## src/rtl/kbd_pkg.sv

```systemverilog
package kbd_pkg;

    // Word-cycle geometry and fixed bit-time positions.
    localparam int unsigned WORD_BITS  = 76;
    localparam int unsigned WIN_FIRST  = 11;
    localparam int unsigned WIN_LAST   = 30;
    localparam int unsigned T_STAT_CMD = 11;
    localparam int unsigned T_KEY_CMD  = 12;
    localparam int unsigned T_READY    = 20;
    localparam int unsigned T_CODE0    = 21;

    // Static status slots.
    localparam int unsigned STAT_SLOTS = 4;
    localparam int unsigned STAT_W     = 2;
    localparam int unsigned SEL_W      = $clog2(STAT_SLOTS);

    typedef logic [SEL_W-1:0] slot_sel_t;

    // First bit time of each static slot; slots avoid bits 12 and 20 and the code window.
    function automatic int unsigned stat_slot_base(input int unsigned s);
        case (s)
            0:       return 13;
            1:       return 15;
            2:       return 17;
            default: return 29;
        endcase
    endfunction

    // Handshake flags held across word cycles.
    typedef struct packed {
        logic pending;   // character latched, not yet sent
        logic rdy_seen;  // ready bit already driven in some word cycle
        logic xmit;      // key code goes out in this word cycle
        logic stat_req;  // static transfer requested this word cycle
        logic coll;      // collision pulse
    } hs_flags_t;

endpackage

```

## src/rtl/kbd_bit_timer.sv

```systemverilog
module kbd_bit_timer #(
    parameter int unsigned CYCLE_LEN = kbd_pkg::WORD_BITS
) (
    input  logic                 clk_i,
    input  logic                 rst_ni,
    input  logic                 cm_i,
    output logic [CYCLE_LEN-1:0] pos_o,
    output logic                 sync_err_o
);

    typedef struct packed {
        logic [CYCLE_LEN-1:0] pos;
        logic                 err;
    } tmr_t;

    tmr_t q, d;
    logic [CYCLE_LEN-1:0] chain;
    logic                 locked;

    // One stage per bit time; the last stage feeds the first.
    for (genvar i = 0; i < CYCLE_LEN; i++) begin : g_stage
        if (i == 0) begin : g_wrap
            assign chain[i] = q.pos[CYCLE_LEN-1];
        end else begin : g_link
            assign chain[i] = q.pos[i-1];
        end
    end

    always_comb begin
        d      = q;
        d.err  = 1'b0;
        locked = |q.pos;
        if (!locked) begin
            // First marker after reset starts the chain at bit 1 next clock.
            if (cm_i) begin
                d.pos    = '0;
                d.pos[1] = 1'b1;
            end
        end else begin
            d.pos = chain;
            // A marker away from bit 0 is ignored and reported.
            d.err = cm_i & ~q.pos[0];
        end
    end

    always_ff @(posedge clk_i or negedge rst_ni) begin
        if (!rst_ni) q <= '0;
        else         q <= d;
    end

    assign pos_o      = q.pos;
    assign sync_err_o = q.err;

endmodule

```

## src/rtl/kbd_xfer_ctl.sv

```systemverilog
module kbd_xfer_ctl #(
    parameter int unsigned CODE_W = 8
) (
    input  logic              clk_i,
    input  logic              rst_ni,
    input  logic              key_valid_i,
    input  logic [CODE_W-1:0] key_code_i,
    input  logic              cmd_i,
    input  logic              at_stat_cmd_i,
    input  logic              at_key_cmd_i,
    input  logic              at_ready_i,
    input  logic              code_win_i,
    input  logic              at_last_i,
    output logic              pending_o,
    output logic              stat_req_o,
    output logic              xmit_o,
    output logic              code_bit_o,
    output logic              coll_err_o
);
    import kbd_pkg::*;

    typedef struct packed {
        hs_flags_t         f;
        logic [CODE_W-1:0] code;
        logic [CODE_W-1:0] sh;
    } ctl_t;

    ctl_t q, d;

    always_comb begin
        d        = q;
        d.f.coll = 1'b0;

        // latch a key only when none is pending.
        if (key_valid_i && !q.f.pending) begin
            d.f.pending = 1'b1;
            d.code      = key_code_i;
        end

        // static request sampled at its command bit.
        if (at_stat_cmd_i) d.f.stat_req = cmd_i;

        // transmit-key command.
        if (at_key_cmd_i && cmd_i) begin
            if (q.f.stat_req) begin
                d.f.coll     = 1'b1;
                d.f.stat_req = 1'b0;
            end
            if (q.f.rdy_seen) begin
                d.f.xmit = 1'b1;
                d.sh     = q.code;
            end
        end

        // remember that ready went out.
        if (at_ready_i && q.f.pending) d.f.rdy_seen = 1'b1;

        // LSB-first shifting during the code window.
        if (code_win_i && q.f.xmit) d.sh = q.sh >> 1;

        // End of word cycle: close static request, retire sent character.
        if (at_last_i) begin
            d.f.stat_req = 1'b0;
            if (q.f.xmit) begin
                d.f.pending  = 1'b0;
                d.f.rdy_seen = 1'b0;
                d.f.xmit     = 1'b0;
            end
        end
    end

    always_ff @(posedge clk_i or negedge rst_ni) begin
        if (!rst_ni) q <= '0;
        else         q <= d;
    end

    assign pending_o  = q.f.pending;
    assign stat_req_o = q.f.stat_req;
    assign xmit_o     = q.f.xmit;
    assign code_bit_o = q.sh[0];
    assign coll_err_o = q.f.coll;

endmodule

```

## src/rtl/kbd_bus_mux.sv

```systemverilog
module kbd_bus_mux #(
    parameter int unsigned CYCLE_LEN = kbd_pkg::WORD_BITS,
    parameter int unsigned CODE_W    = 8
) (
    input  logic                       [CYCLE_LEN-1:0] pos_i,
    input  kbd_pkg::slot_sel_t                         slot_sel_i,
    input  logic [kbd_pkg::STAT_W-1:0]                 stat_i,
    input  logic                                       stat_req_i,
    input  logic                                       pending_i,
    input  logic                                       xmit_i,
    input  logic                                       code_bit_i,
    output logic                                       bus_o,
    output logic                                       oe_o
);
    import kbd_pkg::*;

    logic [STAT_SLOTS-1:0] slot_oe;
    logic [STAT_SLOTS-1:0] slot_bit;
    logic                  rdy_oe;
    logic                  code_oe;

    // one decoder per static slot.
    for (genvar s = 0; s < STAT_SLOTS; s++) begin : g_slot
        localparam int unsigned BASE = stat_slot_base(s);
        logic [STAT_W-1:0] hit;
        for (genvar w = 0; w < STAT_W; w++) begin : g_bit
            assign hit[w] = pos_i[BASE+w];
        end
        assign slot_oe[s]  = stat_req_i && (slot_sel_i == slot_sel_t'(s)) && (|hit);
        assign slot_bit[s] = slot_oe[s] && (|(hit & stat_i));
    end

    assign rdy_oe  = pending_i && pos_i[T_READY];
    assign code_oe = xmit_i && (|pos_i[T_CODE0 +: CODE_W]);

    assign oe_o  = (|slot_oe) | rdy_oe | code_oe;
    assign bus_o = (|slot_bit) | rdy_oe | (code_oe & code_bit_i);      // 0 when idle

endmodule

```

## src/rtl/kbd_slot_if.sv

```systemverilog
module kbd_slot_if #(
    parameter int unsigned CYCLE_LEN = kbd_pkg::WORD_BITS,
    parameter int unsigned CODE_W    = 8
) (
    input  logic              clk_i,
    input  logic              rst_ni,
    input  logic              cm_i,
    input  logic              cmd_i,
    input  logic              key_valid_i,
    input  logic [CODE_W-1:0] key_code_i,
    input  logic [1:0]        stat_i,
    input  logic [1:0]        slot_sel_i,
    output logic              bus_o,
    output logic              bus_oe_o,
    output logic              sync_err_o,
    output logic              coll_err_o
);
    import kbd_pkg::*;

    logic [CYCLE_LEN-1:0] pos;
    logic                 pending;
    logic                 stat_req;
    logic                 xmit;
    logic                 code_bit;
    logic                 code_win;

    assign code_win = |pos[T_CODE0 +: CODE_W];

    kbd_bit_timer #(.CYCLE_LEN(CYCLE_LEN)) u_timer (
        .clk_i      (clk_i),
        .rst_ni     (rst_ni),
        .cm_i       (cm_i),
        .pos_o      (pos),
        .sync_err_o (sync_err_o)
    );

    kbd_xfer_ctl #(.CODE_W(CODE_W)) u_ctl (
        .clk_i         (clk_i),
        .rst_ni        (rst_ni),
        .key_valid_i   (key_valid_i),
        .key_code_i    (key_code_i),
        .cmd_i         (cmd_i),
        .at_stat_cmd_i (pos[T_STAT_CMD]),
        .at_key_cmd_i  (pos[T_KEY_CMD]),
        .at_ready_i    (pos[T_READY]),
        .code_win_i    (code_win),
        .at_last_i     (pos[CYCLE_LEN-1]),
        .pending_o     (pending),
        .stat_req_o    (stat_req),
        .xmit_o        (xmit),
        .code_bit_o    (code_bit),
        .coll_err_o    (coll_err_o)
    );

    kbd_bus_mux #(.CYCLE_LEN(CYCLE_LEN), .CODE_W(CODE_W)) u_mux (
        .pos_i      (pos),
        .slot_sel_i (slot_sel_t'(slot_sel_i)),
        .stat_i     (stat_i),
        .stat_req_i (stat_req),
        .pending_i  (pending),
        .xmit_i     (xmit),
        .code_bit_i (code_bit),
        .bus_o      (bus_o),
        .oe_o       (bus_oe_o)
    );

endmodule

```

## config.mk

```make
export PLATFORM = sky130hd
export DESIGN_NAME = kbd_slot_if
export DESIGN_NICKNAME = d
export VERILOG_FILES = /design/src/rtl/kbd_pkg.sv /design/src/rtl/kbd_bit_timer.sv /design/src/rtl/kbd_xfer_ctl.sv /design/src/rtl/kbd_bus_mux.sv /design/src/rtl/kbd_slot_if.sv
export SDC_FILE = /design/constraint.sdc
export NUM_CORES = 1
export LEC_CHECK = 0
export ABC_AREA = 1
export ABC_CLOCK_PERIOD_IN_PS = 1700
export BUFFER_PORTS_ARGS = -buffer_cell sky130_fd_sc_hd__buf_2
export CORE_UTILIZATION = 30
export CTS_CLUSTER_SIZE = 8
export DETAILED_ROUTE_END_ITERATION = 10
export SLEW_MARGIN = 40
export SYNTH_ARGS = -nofsm -noshare
export SYNTH_HDL_FRONTEND = slang
export SYNTH_HIERARCHICAL = 1
export SYNTH_SLANG_ARGS = --single-unit
```

## constraint.sdc

```tcl
create_clock -name clk_i -period 1.7 [get_ports clk_i]
set_clock_uncertainty 0.1 [all_clocks]
set_input_delay 0.34 -clock clk_i [delete_from_list [all_inputs] [get_ports clk_i]]
set_output_delay 0.34 -clock clk_i [all_outputs]
set_load 0.01 [all_outputs]
```

# After elaboration in Yosys (flattened, before gate mapping)
# Index checks and enable logic that the tools add are counted.
# classes
eq_ne,3
bitwise,11
muxes,14
reduce_logical,34
# ops
cell,n
two-way mux 76 bit,2
OR reduction 76 bit,1
two-way mux 8 bit,3
logical AND 1 bit,16
OR reduction 2 bit,8
AND 2 bit,4
OR reduction 4 bit,2
OR reduction 8 bit,1
two-way mux 3 bit,2
nonzero test 2 bit,3
two-way mux 1 bit,5
"== test 2 bit, second input constant",2
two-way mux 4 bit,1
OR 1 bit,4
AND 1 bit,2
"== test 2 x 1 -> 1 bit, second input constant",1
zero test 2 bit,1
two-way mux 2 bit,1
AND reduction 2 bit,1
zero test 1 bit,1
NOT 1 bit,1
# word_totals
ff_bits,98

# Longest topological paths before layout
# Gate-level depths: netlist of run 1.
# logic_depth
depth_word,7
ltp_mapped,11

# Modules after synthesis
# The synthesis of run 1 kept the hierarchy.
# modules_own_cells
mod,n_inst,seq_area_each_um2,area_per_inst_um2,cells_per_inst
kbd_bit_timer,1,1926.8,2527.4,230
kbd_xfer_ctl,1,525.5,984.7,118
kbd_bus_mux,1,0.0,192.7,46
kbd_slot_if,1,0.0,56.3,15

# Worst setup path before layout of run 1
# No wires, ideal clock.
# synth_path
path_kind,flip-flop to output port
from,register u_timer.q (netlist bit u_timer/pos_o[16])
to,output port bus_o
path_stages_with_launch,6
arrival_time_ns,0.918
required_time_ns,1.260
setup_slack_ns,0.342
cell_sequence,dfrtp_1 -> or2_1 -> nand3_1 -> nand2_1 -> nor2_2 -> nand3_1
# synth_between
elab_chain_cells,6
word_cells_on_any_way,8
classes_between,bitwise: 3; reduce/logical: 5
# synth_rtl
element,line_no,rtl
from (decl),kbd_bit_timer.sv:16,"tmr_t q, d;"
from (signal assigned),kbd_bit_timer.sv:47,if (!rst_ni) q <= '0;
from (signal assigned),kbd_bit_timer.sv:48,else q <= d;
AND 2 bit / OR reduction 2 bit (equally long branches),"kbd_bus_mux.sv:30, kbd_bus_mux.sv:29",
OR reduction 2 bit / logical AND 1 bit (equally long branches),"kbd_bus_mux.sv:30, kbd_bus_mux.sv:29",
logical AND 1 bit *,kbd_bus_mux.sv:30,assign slot_bit[s] = slot_oe[s] && (|(hit & stat_i));
OR reduction 4 bit *,kbd_bus_mux.sv:37,assign bus_o = (|slot_bit) | rdy_oe | (code_oe & code_bit_i);
OR 1 bit * (2 in a row),kbd_bus_mux.sv:37,
to (decl),kbd_slot_if.sv:13,"output logic bus_o,"
# Every way passes the cells marked *; elsewhere a longest branch is shown, timed or not.

# Worst setup path in the final report of run 1
# layout_path
from,register u_timer.q (netlist bit u_timer/pos_o[15])
to,output port bus_o
# The elaborated chain is that of the path after synthesis.

==> impl_results.rst, run 1 <==
.. list-table::
   :header-rows: 1

   * - Metric
     - Value
   * - Crit path launch type
     - flip-flop
   * - Max-slew violation count
     - 0
   * - Proportion of power drawn by combinational gates
     - 13.8%
   * - Endpoints failing setup
     - 2
   * - Clock Sink Count
     - 98
   * - End point of the critical path
     - bus_o
   * - Number of cell rows
     - 40
   * - Failing checks
     - setup timing
   * - Sequential fraction of design power
     - 50.3%
   * - Die Wd
     - 114.0 µm
   * - Crit path max-delay cell type
     - dfrtp_1
   * - Post-Layout Cell Count
     - 552
   * - Critical Path RT
     - 1.26 ns
   * - Critical path depth
     - 6
   * - Cell-by-cell listing of the critical path
     - or2_1 > nand3_1 > nand2_1 > nor2_2 > nand3_1 > buf_2
   * - Last weighted congestion value of the routability-driven placer
     - 0.7772
   * - Fmax
     - 534.8 MHz
   * - Clock-pin slew on the worst setup and hold paths
     - 0.07 ns
   * - Clock Latency Late Sink
     - 0.34 ns
   * - Global-route wire length before repair
     - 10580 µm
   * - Detailed-placement wirelength estimate
     - 3853 µm
   * - GRT Util Overall
     - 10.51%
   * - Worst max-slew margin expressed relative to the limit
     - 66.59%
   * - R2r setup slk
     - 0.05 ns
   * - Synthesized cell area
     - 3761 µm²
   * - Type of element capturing the critical path
     - output port
   * - Largest vdd supply drop
     - 0.4622 mV
   * - Top cell family by delay on the critical path
     - simple AND/OR/NAND/NOR gates
   * - Pin count of the biggest net entering global routing
     - 99
   * - Outcome
     - finished with violations
   * - Worst r2r dst
     - u_timer/sync_err_o
   * - Place WS
     - 0.1832 ns
   * - Overflow left after global routing
     - 0
   * - Number of synthesis warnings
     - 6
   * - Switching Share
     - 27.47%
   * - Final period demand of the worst path
     - 1.870 ns
   * - Routed vias
     - 2294
   * - Initial core utilization
     - 31.05%
   * - Antenna Diode Count
     - 0
   * - Clock tree buffer depth
     - 2
   * - Synth Register Bits
     - 98
   * - Post-DR vias/cell
     - 4.156
   * - Area of the placeable core
     - 12110 µm²
   * - Count of unresolved DRC violations after routing
     - 0
   * - Arrival time worst endpoint
     - 1.43 ns
   * - Synth-to-layout area growth
     - 12.14%
   * - Synth Instances
     - 409
   * - Largest incremental delay on the critical path
     - 0.39 ns
   * - Via count of the first global-routing pass
     - 2223
   * - Max capacitance violation total
     - 0
   * - Fraction of layout cells with a size suffix above 1
     - 18.49%
   * - Count of buffer and inverter cells on the critical path
     - 1
   * - Slew at the pin closest to its max-slew limit
     - 0.5011 ns
   * - CP max FO
     - 3
   * - Layout filler cell count
     - 1239
   * - CP most frequent cell
     - nand3_1
   * - Post-route clock period utilization
     - 110.0%
   * - Share of synthesized area occupied by flip-flops and latches
     - 65.20%
   * - Per-instance average area after synthesis
     - 9.196 µm²
   * - Hold Vio Cnt, Final
     - 0
   * - R2R depth
     - 10
   * - Library cells used by synthesis
     - 21
   * - Setup repair after global routing missed its margin
     - yes
   * - Y dimension of the die
     - 114.0 µm
   * - Number of placed instances, taps included
     - 521
   * - Number of H-tree levels
     - 3
   * - Number of CTS-inserted buffers
     - 9
   * - Total length of routed wires
     - 6175 µm
   * - Switching pwr
     - 1432 µW
   * - Post-synthesis net count
     - 426
   * - Total of buffers placed on input and output ports
     - 20
   * - Internal power of the cells
     - 3781 µW
   * - Share of total power in the clock network
     - 35.8%
   * - 1st-pass router iterations
     - 4
   * - CTS Root Cell
     - clkbuf_16
   * - Antenna violations before repair
     - 0
   * - Worst setup path start
     - u_timer/pos_o[15]
   * - Count of routing violations after the opening detailed-route iteration
     - 194
   * - Worst Setup Slack, final
     - -0.1700 ns
   * - Leakage
     - 0.002267 µW
   * - Areal power density over the cells
     - 1236 nW/µm²
   * - WS Path Type
     - flip-flop to output port
   * - Reg-to-reg startpoint
     - u_timer/pos_o[16]
   * - Final-stage net count
     - 396
   * - CTS tree
     - yes
   * - Remaining antenna violation count
     - 0
   * - Top Ports
     - 21
   * - Die area
     - 12990 µm²
   * - Average routed wire per standard cell
     - 11.19 µm
   * - Hold/Removal Path Class
     - input port to flip-flop
## through the flow
step / util, % / cell area, µm² / setup TNS, ns / hold slack [ns] / total power (µW)
6_report: 34.82 / 4218 / -0.3278 / 0.1333 / 5212
5_1_grt: 34.82 / 4218 / -0.5790 / 0.1363 / 5503
4_1_cts: 34.24 / 4146 / -0.3226 / 0.1251 / 5238
3_5_place_dp: 31.23 / 3782 / 0 / 0.2600 / 3311
3_3_place_gp: 31.23 / 3782 / 0 / 0.2535 / 3300
2_1_floorplan: - / 3761 / 0 / -0.05559 / 3159
## flip-flops by register name (all words and copies together), names as in the netlist
name / flops
u_ctl/code_bit_o: 1
u_ctl/coll_err_o: 1
u_ctl/pending_o: 1
u_ctl/q: 16
u_ctl/stat_req_o: 1
u_ctl/xmit_o: 1
u_timer/pos_o: 76
u_timer/sync_err_o: 1
## power groups by stage
| stage | combinational [µW] | sequential (µW) | clock, µW |
|---|---|---|---|
| final | 721 | 2620 | 1870 |
| after global routing | 821 | 2640 | 2040 |
| after CTS | 685 | 2620 | 1930 |
| after detailed placement | 643 | 2670 | 0 |
| after global placement | 638 | 2660 | 0 |
| after floorplan | 527 | 2630 | 0 |
## tightest hold or removal path: cells and delay by family
family / cells / cell delay [ns]
buf+inv: 1 / 0.08
simple gates: 2 / 0.13
## worst min-delay path by stage
stage	slack [ns]	end	startpoint	cells past startpoint
2_1_floorplan	-0.06	u_ctl/code_bit_o	rst_ni	0
3_3_place_gp	0.25	u_timer/pos_o[69]	u_timer/pos_o[68]	0
3_5_place_dp	0.26	u_timer/pos_o[50]	u_timer/pos_o[49]	0
4_1_cts	0.13	u_ctl/q[8]	key_code_i[0]	3
5_1_grt	0.14	u_ctl/q[12]	key_code_i[4]	3
6_report	0.13	u_ctl/q[8]	key_code_i[0]	3
## final cells by class
class	instances	area (µm²)	area share, %
Multi-Input combinational cell	210	933.4	22.13
Sequential cell	98	2452	58.14
Inverter	22	82.58	1.958
Tap cell	168	210.2	4.984
Timing Repair Buffer	38	260.3	6.170
Clock inverter	7	53.80	1.276
Clock buffer	9	225.2	5.340
## what timing repair did
action	4_1_cts	5_1_grt
hold endpoints to repair	98	0
gates cloned	0	0
hold buffers	1	0
buffers inserted	10	4
gates resized for setup	0	13
pin swaps	2	9
setup endpoints to repair	2	8
## cell usage in the layout (no fill, tap or decap)
cell           synthesis  layout
nor2_2                 3       8
or2_1                  3       3
nand2_8                1       1
o21ai_1                0       1
clkinv_4               0       1
nand2_4                1       1
buf_12                 0       1
o21bai_1               1       1
nand3_1               32      29
buf_4                  0      15
o21ai_0                2       1
nand3_2                1       4
nand4_1                4       4
dlygate4sd3_1          1       1
nor2_1                61      56
nand2_2                1       2
clkbuf_16              0       9
buf_6                  3       2
a21oi_2                0       1
inv_6                  0       2
buf_2                  1      19
nand2_1               96      95
dfrtp_1               98      98
clkinv_2               0       1
o21a_1                 1       1
inv_1                 21      21
a21oi_1                3       2
inv_2                  1       1
clkinvlp_4             0       3
## cells by family (layout without fill, tap and decap cells)
group | Yosys count | in the layout | share of synthesized area, %
AOI/OAI and AO/OA | 7 | 7 | 1.065
DFF | 98 | 98 | 65.20
and+or+nand+nor | 203 | 203 | 22.85
buffers and inverters | 101 | 76 | 10.88
## layer usage
layer	part of all wire [%]	GRT usage, %	up-vias
met5	0	0	-
met2	45	15.80	48
met3	4.4	3.826	8
met1	49	14.10	1107
met4	1.3	3.377	0
li1	-	-	1131
## synthesized netlist by cell type
master,number,area [µm²]
a21oi_1,3,15.01
buf_2,1,5.000
buf_6,3,33.78
clkbuf_1,74,277.8
dfrtp_1,98,2452
dlygate4sd3_1,1,10.01
inv_1,21,78.83
inv_2,1,3.750
nand2_1,96,360.4
nand2_2,1,6.260
nand2_4,1,11.26
nand2_8,1,20.02
nand3_1,32,160.2
nand3_2,1,10.01
nand4_1,4,25.02
nor2_1,61,229.0
nor2_2,3,18.77
o21a_1,1,7.510
o21ai_0,2,10.01
o21bai_1,1,7.510
or2_1,3,18.77
Note: power is estimated with default switching activity, not from simulation.
==> inputs of run 2 (changes only) <==
Settings changed: SYNTH_HIERARCHICAL 1 to default.
==> run 2 against run 1 <==
The run still ends with setup timing left. Core utilization increased by 0.27 points. Hold slack about the same. First-iteration DRC count decreased by 58%. Fmax decreased by 1.8%. Via count decreased by 13%. Flip-flop and latch count unchanged. Largest power group unchanged. Highest routed layer unchanged.
==> impl_results.rst, run 2 <==
.. list-table::
   :header-rows: 1

   * - Metric
     - Value
   * - Final Total Pwr
     - 5303 µW (was 5212 µW)
   * - Most used cells in the layout excluding fill and tap cells
     - 97 x dfrtp_1, 47 x nor2_1, 38 x nand2_1 (was 98 x dfrtp_1, 95 x nand2_1, 56 x nor2_1)
   * - Type of element capturing the critical path
     - output port (unchanged)
   * - Clock-pin slew on the worst setup and hold paths
     - 0.07 ns (about the same)
   * - Proportion of power drawn by combinational gates
     - 13.6% (was 13.8%)
   * - Internal power of the cells
     - 3944 µW (was 3781 µW)
   * - WS Path Type
     - flip-flop to output port (unchanged)
   * - Leakage
     - 0.002071 µW (was 0.002267 µW)
   * - Pin count of the biggest net entering global routing
     - 28 (was 99)
   * - Sequential fraction of design power
     - 50.6% (was 50.3%)
   * - Overflow left after global routing
     - 0 (unchanged)
   * - Async SR Flop Fraction
     - 100.0% (unchanged)
   * - Fmax
     - 524.9 MHz (was 534.8 MHz)
   * - Hold Vio Cnt, Final
     - 0 (unchanged)
   * - Clock Sink Count
     - 98 (unchanged)
   * - Number of synthesis warnings
     - 0 (was 6)
   * - Most common cell after layout, fill and taps aside
     - dfrtp_1 (unchanged)
   * - Top Ports
     - 21 (unchanged)
   * - Number of CTS-inserted buffers
     - 9 (unchanged)
   * - Remaining antenna violation count
     - 0 (unchanged)
   * - Largest vdd supply drop
     - 0.7561 mV (was 0.4622 mV)
   * - Count of buffer and inverter cells on the critical path
     - 2 (was 1)
   * - Final core utilization
     - 35.09% (was 34.82%)
   * - Library cells used by synthesis
     - 21 (unchanged)
   * - Via count of the first global-routing pass
     - 2071 (was 2223)
   * - 1st-pass router iterations
     - 4 (unchanged)
   * - Synth Flop Type
     - dfrtp_1 (unchanged)
   * - Routed vias
     - 1985 (was 2294)
   * - Areal power density over the cells
     - 1318 nW/µm² (was 1236 nW/µm²)
   * - Reg-to-reg startpoint
     - u_timer.pos_o[21] (was u_timer/pos_o[16])
   * - Post-route clock period utilization
     - 112.1% (was 110.0%)
   * - Die area
     - 12260 µm² (was 12990 µm²)
   * - Final-stage net count
     - 330 (was 396)
   * - Critical path depth
     - 9 (was 6)
   * - Area of the placeable core
     - 11470 µm² (was 12110 µm²)
   * - Fraction of layout cells with a size suffix above 1
     - 25.47% (was 18.49%)
   * - Layout filler cell count
     - 1103 (was 1239)
   * - Final period demand of the worst path
     - 1.905 ns (was 1.870 ns)
   * - Largest incremental delay on the critical path
     - 0.38 ns (was 0.39 ns)
   * - CTS Root Cell
     - clkbuf_16 (unchanged)
   * - Share of synthesized area occupied by flip-flops and latches
     - 69.16% (was 65.20%)
   * - Switching Share
     - 25.62% (was 27.47%)
   * - Switching pwr
     - 1358 µW (was 1432 µW)
   * - Number of placed instances, taps included
     - 433 (was 521)
   * - Cell taking the most area after synthesis
     - dfrtp_1 (unchanged)
   * - Top cell family by delay on the critical path
     - simple AND/OR/NAND/NOR gates (unchanged)
   * - Setup repair after global routing missed its margin
     - yes (unchanged)
   * - DP Area
     - 3582 µm² (was 3782 µm²)
   * - Share of total power in the clock network
     - 35.9% (was 35.8%)
   * - Die Wd
     - 110.7 µm (was 114.0 µm)
   * - Synth top cells by count
     - 98 x dfrtp_1, 74 x clkbuf_1, 48 x nor2_1 (was 98 x dfrtp_1, 96 x nand2_1, 74 x clkbuf_1)
   * - Synthesized cell area
     - 3546 µm² (was 3761 µm²)
   * - Y dimension of the die
     - 110.7 µm (was 114.0 µm)
   * - Max capacitance violation total
     - 0 (unchanged)
   * - Count of routing violations after the opening detailed-route iteration
     - 82 (was 194)
   * - Failing checks
     - setup timing (unchanged)
   * - Antenna violations before repair
     - 0 (unchanged)
   * - Outcome
     - finished with violations (unchanged)
   * - Total of buffers placed on input and output ports
     - 20 (unchanged)
   * - CTS tree
     - yes (unchanged)
   * - Number of enable flip-flop cells after synthesis
     - 0 (unchanged)
   * - Post-Layout Cell Count
     - 462 (was 552)
   * - Final instance area
     - 4024 µm² (was 4218 µm²)
   * - GRT Util Overall
     - 10.11% (was 10.51%)
   * - Detailed-placement wirelength estimate
     - 3701 µm (was 3853 µm)
   * - Clock Latency Late Sink
     - 0.33 ns (was 0.34 ns)
   * - Flip-flop count of the largest register, all copies and words added
     - 76 (unchanged)
   * - R2r setup slk
     - 0.12 ns (was 0.05 ns)
   * - Max-slew violation count
     - 0 (unchanged)
   * - Average routed wire per standard cell
     - 11.79 µm (was 11.19 µm)
   * - Number of cell rows
     - 39 (was 40)
   * - Synth-to-layout area growth
     - 13.48% (was 12.14%)
   * - Initial core utilization
     - 30.92% (was 31.05%)
   * - Ranking of synthesized cells by area
     - dfrtp_1 69%, clkbuf_1 7.8%, nor2_1 5.1% (was dfrtp_1 65%, nand2_1 9.6%, clkbuf_1 7.4%)
   * - Post-DR vias/cell
     - 4.297 (was 4.156)
   * - CP max FO
     - 3 (unchanged)
   * - Cell-by-cell listing of the critical path
     - nor2_2 > nand2_1 > nor2_2 > nand2_2 > nand2_4 > inv_4 > nand2_4 > nand4_1 > buf_2 (was or2_1 > nand3_1 > nand2_1 > nor2_2 > nand3_1 > buf_2)
   * - Synth Register Bits
     - 98 (unchanged)
   * - Worst hold slack across all endpoints
     - 0.1334 ns (was 0.1333 ns)
   * - Most frequent cell after synthesis
     - dfrtp_1 (unchanged)
   * - Worst setup path start
     - u_timer.pos_o[21] (was u_timer/pos_o[15])
   * - Worst Setup Slack, final
     - -0.2050 ns (was -0.1700 ns)
   * - R2R depth
     - 11 (was 10)
   * - Critical Path RT
     - 1.26 ns (about the same)
   * - Worst r2r dst
     - u_timer.pos_o[1] (was u_timer/sync_err_o)
   * - End point of the critical path
     - bus_o (unchanged)
   * - Crit path launch type
     - flip-flop (unchanged)
   * - Clock tree buffer depth
     - 2 (unchanged)
   * - Arrival time worst endpoint
     - 1.47 ns (was 1.43 ns)
   * - Slew at the pin closest to its max-slew limit
     - 0.3813 ns (was 0.5011 ns)
   * - Worst max-slew margin expressed relative to the limit
     - 74.52% (was 66.59%)
   * - Crit path max-delay cell type
     - dfrtp_1 (unchanged)
   * - Synth Instances
     - 340 (was 409)
   * - Global-route wire length before repair
     - 9729 µm (was 10580 µm)
   * - Per-instance average area after synthesis
     - 10.43 µm² (was 9.196 µm²)
   * - Post-synthesis net count
     - 357 (was 426)
   * - Share of Yosys cell area claimed by the top area cell type
     - 69.16% (was 65.20%)
   * - Hold/Removal Path Class
     - input port to flip-flop (unchanged)
   * - Endpoints failing setup
     - 2 (unchanged)
   * - Last weighted congestion value of the routability-driven placer
     - 0.7448 (was 0.7772)
   * - Number of H-tree levels
     - 3 (unchanged)
   * - Total length of routed wires
     - 5448 µm (was 6175 µm)
   * - Count of unresolved DRC violations after routing
     - 0 (unchanged)
-- run 2: cell type report --
class	instances	area [µm²]	share of cell area, %
tap	143	178.9	4.447
clock buffer	11	252.7	6.281
inverter	17	66.31	1.648
clock inverter	5	37.54	0.9328
sequential	98	2454	60.98
timing repair buffer	38	252.7	6.281
antenna	1	2.502	0.06219
multi-input combinational	149	779.5	19.37
-- run 2: timing repair --
action / CTS / global route
buffers inserted: 13 / 4
gates resized for setup: 8 / 14
hold buffers: 1 / 0
setup endpoints to repair: 2 / 12
endpoints found under the hold margin: 21 / 0
pin swaps: 8 / 4
-- run 2: power groups by stage --
stage	clock network, µW	registers [µW]	logic (µW)
2_1_floorplan	0	2670	440
3_3_place_gp	0	2700	555
3_5_place_dp	0	2710	570
4_1_cts	1970	2670	750
5_1_grt	2050	2710	825
6_report	1900	2680	720
-- run 2: cells by family (layout without fill, tap and decap cells) --
family	count (synthesis)	in the layout	synth area share, %
other cells	0	1	0
flops	98	98	69.16
simple gates	128	128	15.56
compound gates	13	13	2.399
buf+inv	93	71	10.34
mux	8	8	2.541
-- run 2: how the worst min path moves through the flow --
| stage | start | endpoint | slack, ns | cells past startpoint |
|---|---|---|---|---|
| final | key_code_i[1] | u_ctl.q[9] | 0.13 | 2 |
| after global routing | key_code_i[3] | u_ctl.q[11] | 0.13 | 2 |
| after CTS | key_code_i[1] | u_ctl.q[9] | 0.12 | 2 |
| after detailed placement | rst_ni | u_timer.pos_o[18] | 0.16 | 1 |
| after global placement | rst_ni | u_timer.pos_o[18] | 0.16 | 1 |
| after floorplan | rst_ni | u_ctl.code_bit_o | -0.06 | 0 |
-- run 2: per-layer routing --
| layer | up-vias | GRT usage (%) | wire, µm |
|---|---|---|---|
| li1 | 954 | - | - |
| met1 | 991 | 13.29 | 2616 |
| met2 | 33 | 15.03 | 2501 |
| met3 | 7 | 3.827 | 253 |
| met4 | 0 | 4.089 | 77 |
| met5 | - | 0 | 0 |
-- run 2: worst register-to-register path, stage by stage, from the launching register on --
cell and delay, ns:
dfrtp_1 0.38, nor2_2 0.10, nand2_1 0.06, nor2_2 0.14
buf_4 0.12, buf_4 0.09, buf_4 0.10, nand2_4 0.05
nor2_4 0.13, nand4_1 0.10, nand2_1 0.08, inv_1 0.03
-- run 2: through the flow --
step | setup TNS (ns) | setup slack, ns
floorplan | 0 | 0.2151
global placement | 0 | 0.1203
detailed placement | 0 | 0.08300
CTS | -1.128 | -0.2243
global route | -0.6450 | -0.3515
finish | -0.3575 | -0.2050
==> inputs of run 3 (changes only) <==
Settings changed: CORE_UTILIZATION 30 to 52, PLACE_DENSITY from default to 0.7.
==> run 3 against run 2 <==
Largest cell class unchanged. The flow still finishes with violations (setup timing). Sequential share of layout area up 4.4 points. Critical path type unchanged. Highest routed layer unchanged. Global-route usage up 5.9 points. Power down 12%. Final area down 6.8%. Largest power group unchanged.
==> impl_results.rst, run 3 (synthesis gave the netlist of run 2 again) <==
.. list-table::
   :header-rows: 1

   * - Metric
     - Value
   * - Outcome
     - finished with violations (unchanged)
   * - Failing checks
     - setup timing (unchanged)
   * - Fraction of layout cells with a size suffix above 1
     - 20.90% (was 25.47%)
   * - Layout filler cell count
     - 544 (was 1103)
   * - Final period demand of the worst path
     - 1.934 ns (was 1.905 ns)
   * - Via count of the first global-routing pass
     - 1843 (was 2071)
   * - Antenna violations before repair
     - 0 (unchanged)
   * - Share of total power in the clock network
     - 30.3% (was 35.9%)
   * - Top Ports
     - 21 (unchanged)
   * - Internal power of the cells
     - 3378 µW (was 3944 µW)
   * - Grt met2 use
     - 22.62% (was 15.03%)
   * - Flip-flop count of the largest register, all copies and words added
     - 76 (unchanged)
   * - Average routed wire per standard cell
     - 12.74 µm (was 11.79 µm)
   * - Arrival time worst endpoint
     - 1.49 ns (was 1.47 ns)
   * - Post-DR vias/cell
     - 4.920 (was 4.297)
   * - 1st-pass router iterations
     - 4 (unchanged)
   * - Largest vdd supply drop
     - 0.6662 mV (was 0.7561 mV)
   * - Clock Latency Late Sink
     - 0.35 ns (was 0.33 ns)
   * - Die area
     - 7153 µm² (was 12260 µm²)
   * - Number of cell rows
     - 29 (was 39)
   * - CTS tree
     - yes (unchanged)
   * - Crit path launch type
     - flip-flop (unchanged)
   * - Initial core utilization
     - 54.90% (was 30.92%)
   * - Clock-pin slew on the worst setup and hold paths
     - 0.10 ns (was 0.07 ns)
   * - Multi-input logic area
     - 734.5 µm² (was 779.5 µm²)
   * - Proportion of power drawn by combinational gates
     - 13.0% (was 13.6%)
   * - Final-stage net count
     - 323 (was 330)
   * - Worst Setup Slack, final
     - -0.2336 ns (was -0.2050 ns)
   * - Global-route wire length before repair
     - 8652 µm (was 9729 µm)
   * - CTS Root Cell
     - clkbuf_8 (was clkbuf_16)
   * - Detailed-placement wirelength estimate
     - 3326 µm (was 3701 µm)
   * - WS Path Type
     - flip-flop to output port (unchanged)
   * - Worst max-slew margin expressed relative to the limit
     - 69.82% (was 74.52%)
   * - Count of unresolved DRC violations after routing
     - 0 (unchanged)
   * - Fmax
     - 517.2 MHz (was 524.9 MHz)
   * - Met1 Usage GRT
     - 23.37% (was 13.29%)
   * - Leakage
     - 0.001976 µW (was 0.002071 µW)
   * - Max capacitance violation total
     - 0 (unchanged)
   * - R2r setup slk
     - 0.19 ns (was 0.12 ns)
   * - Most common cell after layout, fill and taps aside
     - dfrtp_1 (unchanged)
   * - Count of routing violations after the opening detailed-route iteration
     - 116 (was 82)
   * - Overflow left after global routing
     - 0 (unchanged)
   * - Critical Path RT
     - 1.26 ns (about the same)
   * - Post-route clock period utilization
     - 113.7% (was 112.1%)
   * - Pin count of the biggest net entering global routing
     - 37 (was 28)
   * - Most used cells in the layout excluding fill and tap cells
     - 98 x dfrtp_1, 48 x nor2_1, 40 x nand2_1 (was 97 x dfrtp_1, 47 x nor2_1, 38 x nand2_1)
   * - Synth-to-layout area growth
     - 5.787% (was 13.48%)
   * - Slew at the pin closest to its max-slew limit
     - 0.4527 ns (was 0.3813 ns)
   * - Final instance area
     - 3751 µm² (was 4024 µm²)
   * - Post-Layout Cell Count
     - 388 (was 462)
   * - Areal power density over the cells
     - 1251 nW/µm² (was 1318 nW/µm²)
   * - Antenna Diode Count
     - 0 (was 1)
   * - Clock Sink Count
     - 98 (unchanged)
   * - Grt peak-use layer
     - met1 (was met2)
   * - Max-slew violation count
     - 0 (unchanged)
   * - Switching pwr
     - 1315 µW (was 1358 µW)
   * - Routed vias
     - 1909 (was 1985)
   * - GRT Util Overall
     - 16.04% (was 10.11%)
   * - Clock tree buffer depth
     - 2 (unchanged)
   * - Setup repair after global routing missed its margin
     - yes (unchanged)
   * - Number of CTS-inserted buffers
     - 9 (unchanged)
   * - Hold Vio Cnt, Final
     - 0 (unchanged)
   * - Number of placed instances, taps included
     - 365 (was 433)
   * - Remaining antenna violation count
     - 0 (unchanged)
   * - Area of the placeable core
     - 6459 µm² (was 11470 µm²)
   * - Area of all sequential standard cells
     - 2452 µm² (was 2454 µm²)
   * - Endpoints failing setup
     - 2 (unchanged)
   * - Y dimension of the die
     - 84.58 µm (was 110.7 µm)
   * - Switching Share
     - 28.02% (was 25.62%)
   * - Number of H-tree levels
     - 3 (unchanged)
   * - Hold/Removal Path Class
     - input port to flip-flop (unchanged)
   * - Total length of routed wires
     - 4944 µm (was 5448 µm)
   * - Sequential fraction of design power
     - 56.7% (was 50.6%)
   * - Die Wd
     - 84.58 µm (was 110.7 µm)
   * - Type of element capturing the critical path
     - output port (unchanged)
   * - Met3 routing resource usage after global routing
     - 4.425% (was 3.827%)
   * - Total of buffers placed on input and output ports
     - 20 (unchanged)
   * - Last weighted congestion value of the routability-driven placer
     - 0.8766 (was 0.7448)
   * - DP Area
     - 3497 µm² (was 3582 µm²)
   * - CP max FO
     - 3 (unchanged)
run 3: per-layer routing:
layer  vias to the layer above  routed length [µm]
li1                        947                   -
met1                       929                2507
met2                        24                2193
met3                         9                 150
met4                         0                  92
met5                         -                   0
run 3: per-stage QoR:
stage | utilization [%] | worst slack [ns] | TNS, ns | hold slack [ns] | power, µW
detailed placement | 54.15 | 0.08757 | 0 | 0.2244 | 3267
CTS | 57.88 | -0.2739 | -0.4717 | 0.09870 | 4746
finish | 58.08 | -0.2336 | -0.3866 | 0.1075 | 4693
floorplan | - | 0.2151 | 0 | -0.05559 | 3113
global route | 58.08 | -0.3619 | -0.6475 | 0.09163 | 4940
global placement | 54.15 | 0.1464 | 0 | 0.2179 | 3254
run 3: cell type report:
class                   count  area share (%)
clock inverters             7           1.801
flip-flops and latches     98           65.38
clock buffers               9           3.302
multi-input cells         149           19.58
well taps                  77           2.568
repair buffers             31           5.670
inverters                  17           1.701
run 3: power by group through the flow:
stage / Clock, µW / Sequential [µW] / Combinational [µW]
3_5_place_dp: 0 / 2710 / 561
5_1_grt: 1560 / 2690 / 685
6_report: 1420 / 2660 / 610
2_1_floorplan: 0 / 2670 / 440
3_3_place_gp: 0 / 2700 / 553
4_1_cts: 1470 / 2670 / 614
run 3: worst max-delay path, stage by stage (launching register included):
cell and delay (ns):
dfrtp_1 0.39, nor2_1 0.10, nand2_1 0.08, nor2_2 0.12, nand2_2 0.08, nand2_4 0.07, inv_2 0.04, nand2_2 0.05
nand4_1 0.06, buf_2 0.14
run 3: what timing repair did:
action                                  4_1_cts  5_1_grt
endpoints found under the hold margin        34        0
hold buffers                                  1        0
pin swaps                                     6        1
gates cloned                                  0        0
endpoints found under the setup margin        2        2
resized for setup                             3        2
setup buffers                                 5        1
run 3: final timing paths:
kind                                   start                 end  cells past startpoint
setup / recovery           u_timer.pos_o[21]               bus_o                      9
hold / removal                 key_code_i[2]         u_ctl.q[10]                      2
setup reg to reg           u_timer.pos_o[21]          u_ctl.q[4]                     10
hold reg to reg            u_timer.pos_o[34]   u_timer.pos_o[35]                      0
max in group asynchronous             rst_ni         u_ctl.q[13]                      3
min in group asynchronous             rst_ni  u_timer.sync_err_o                      2
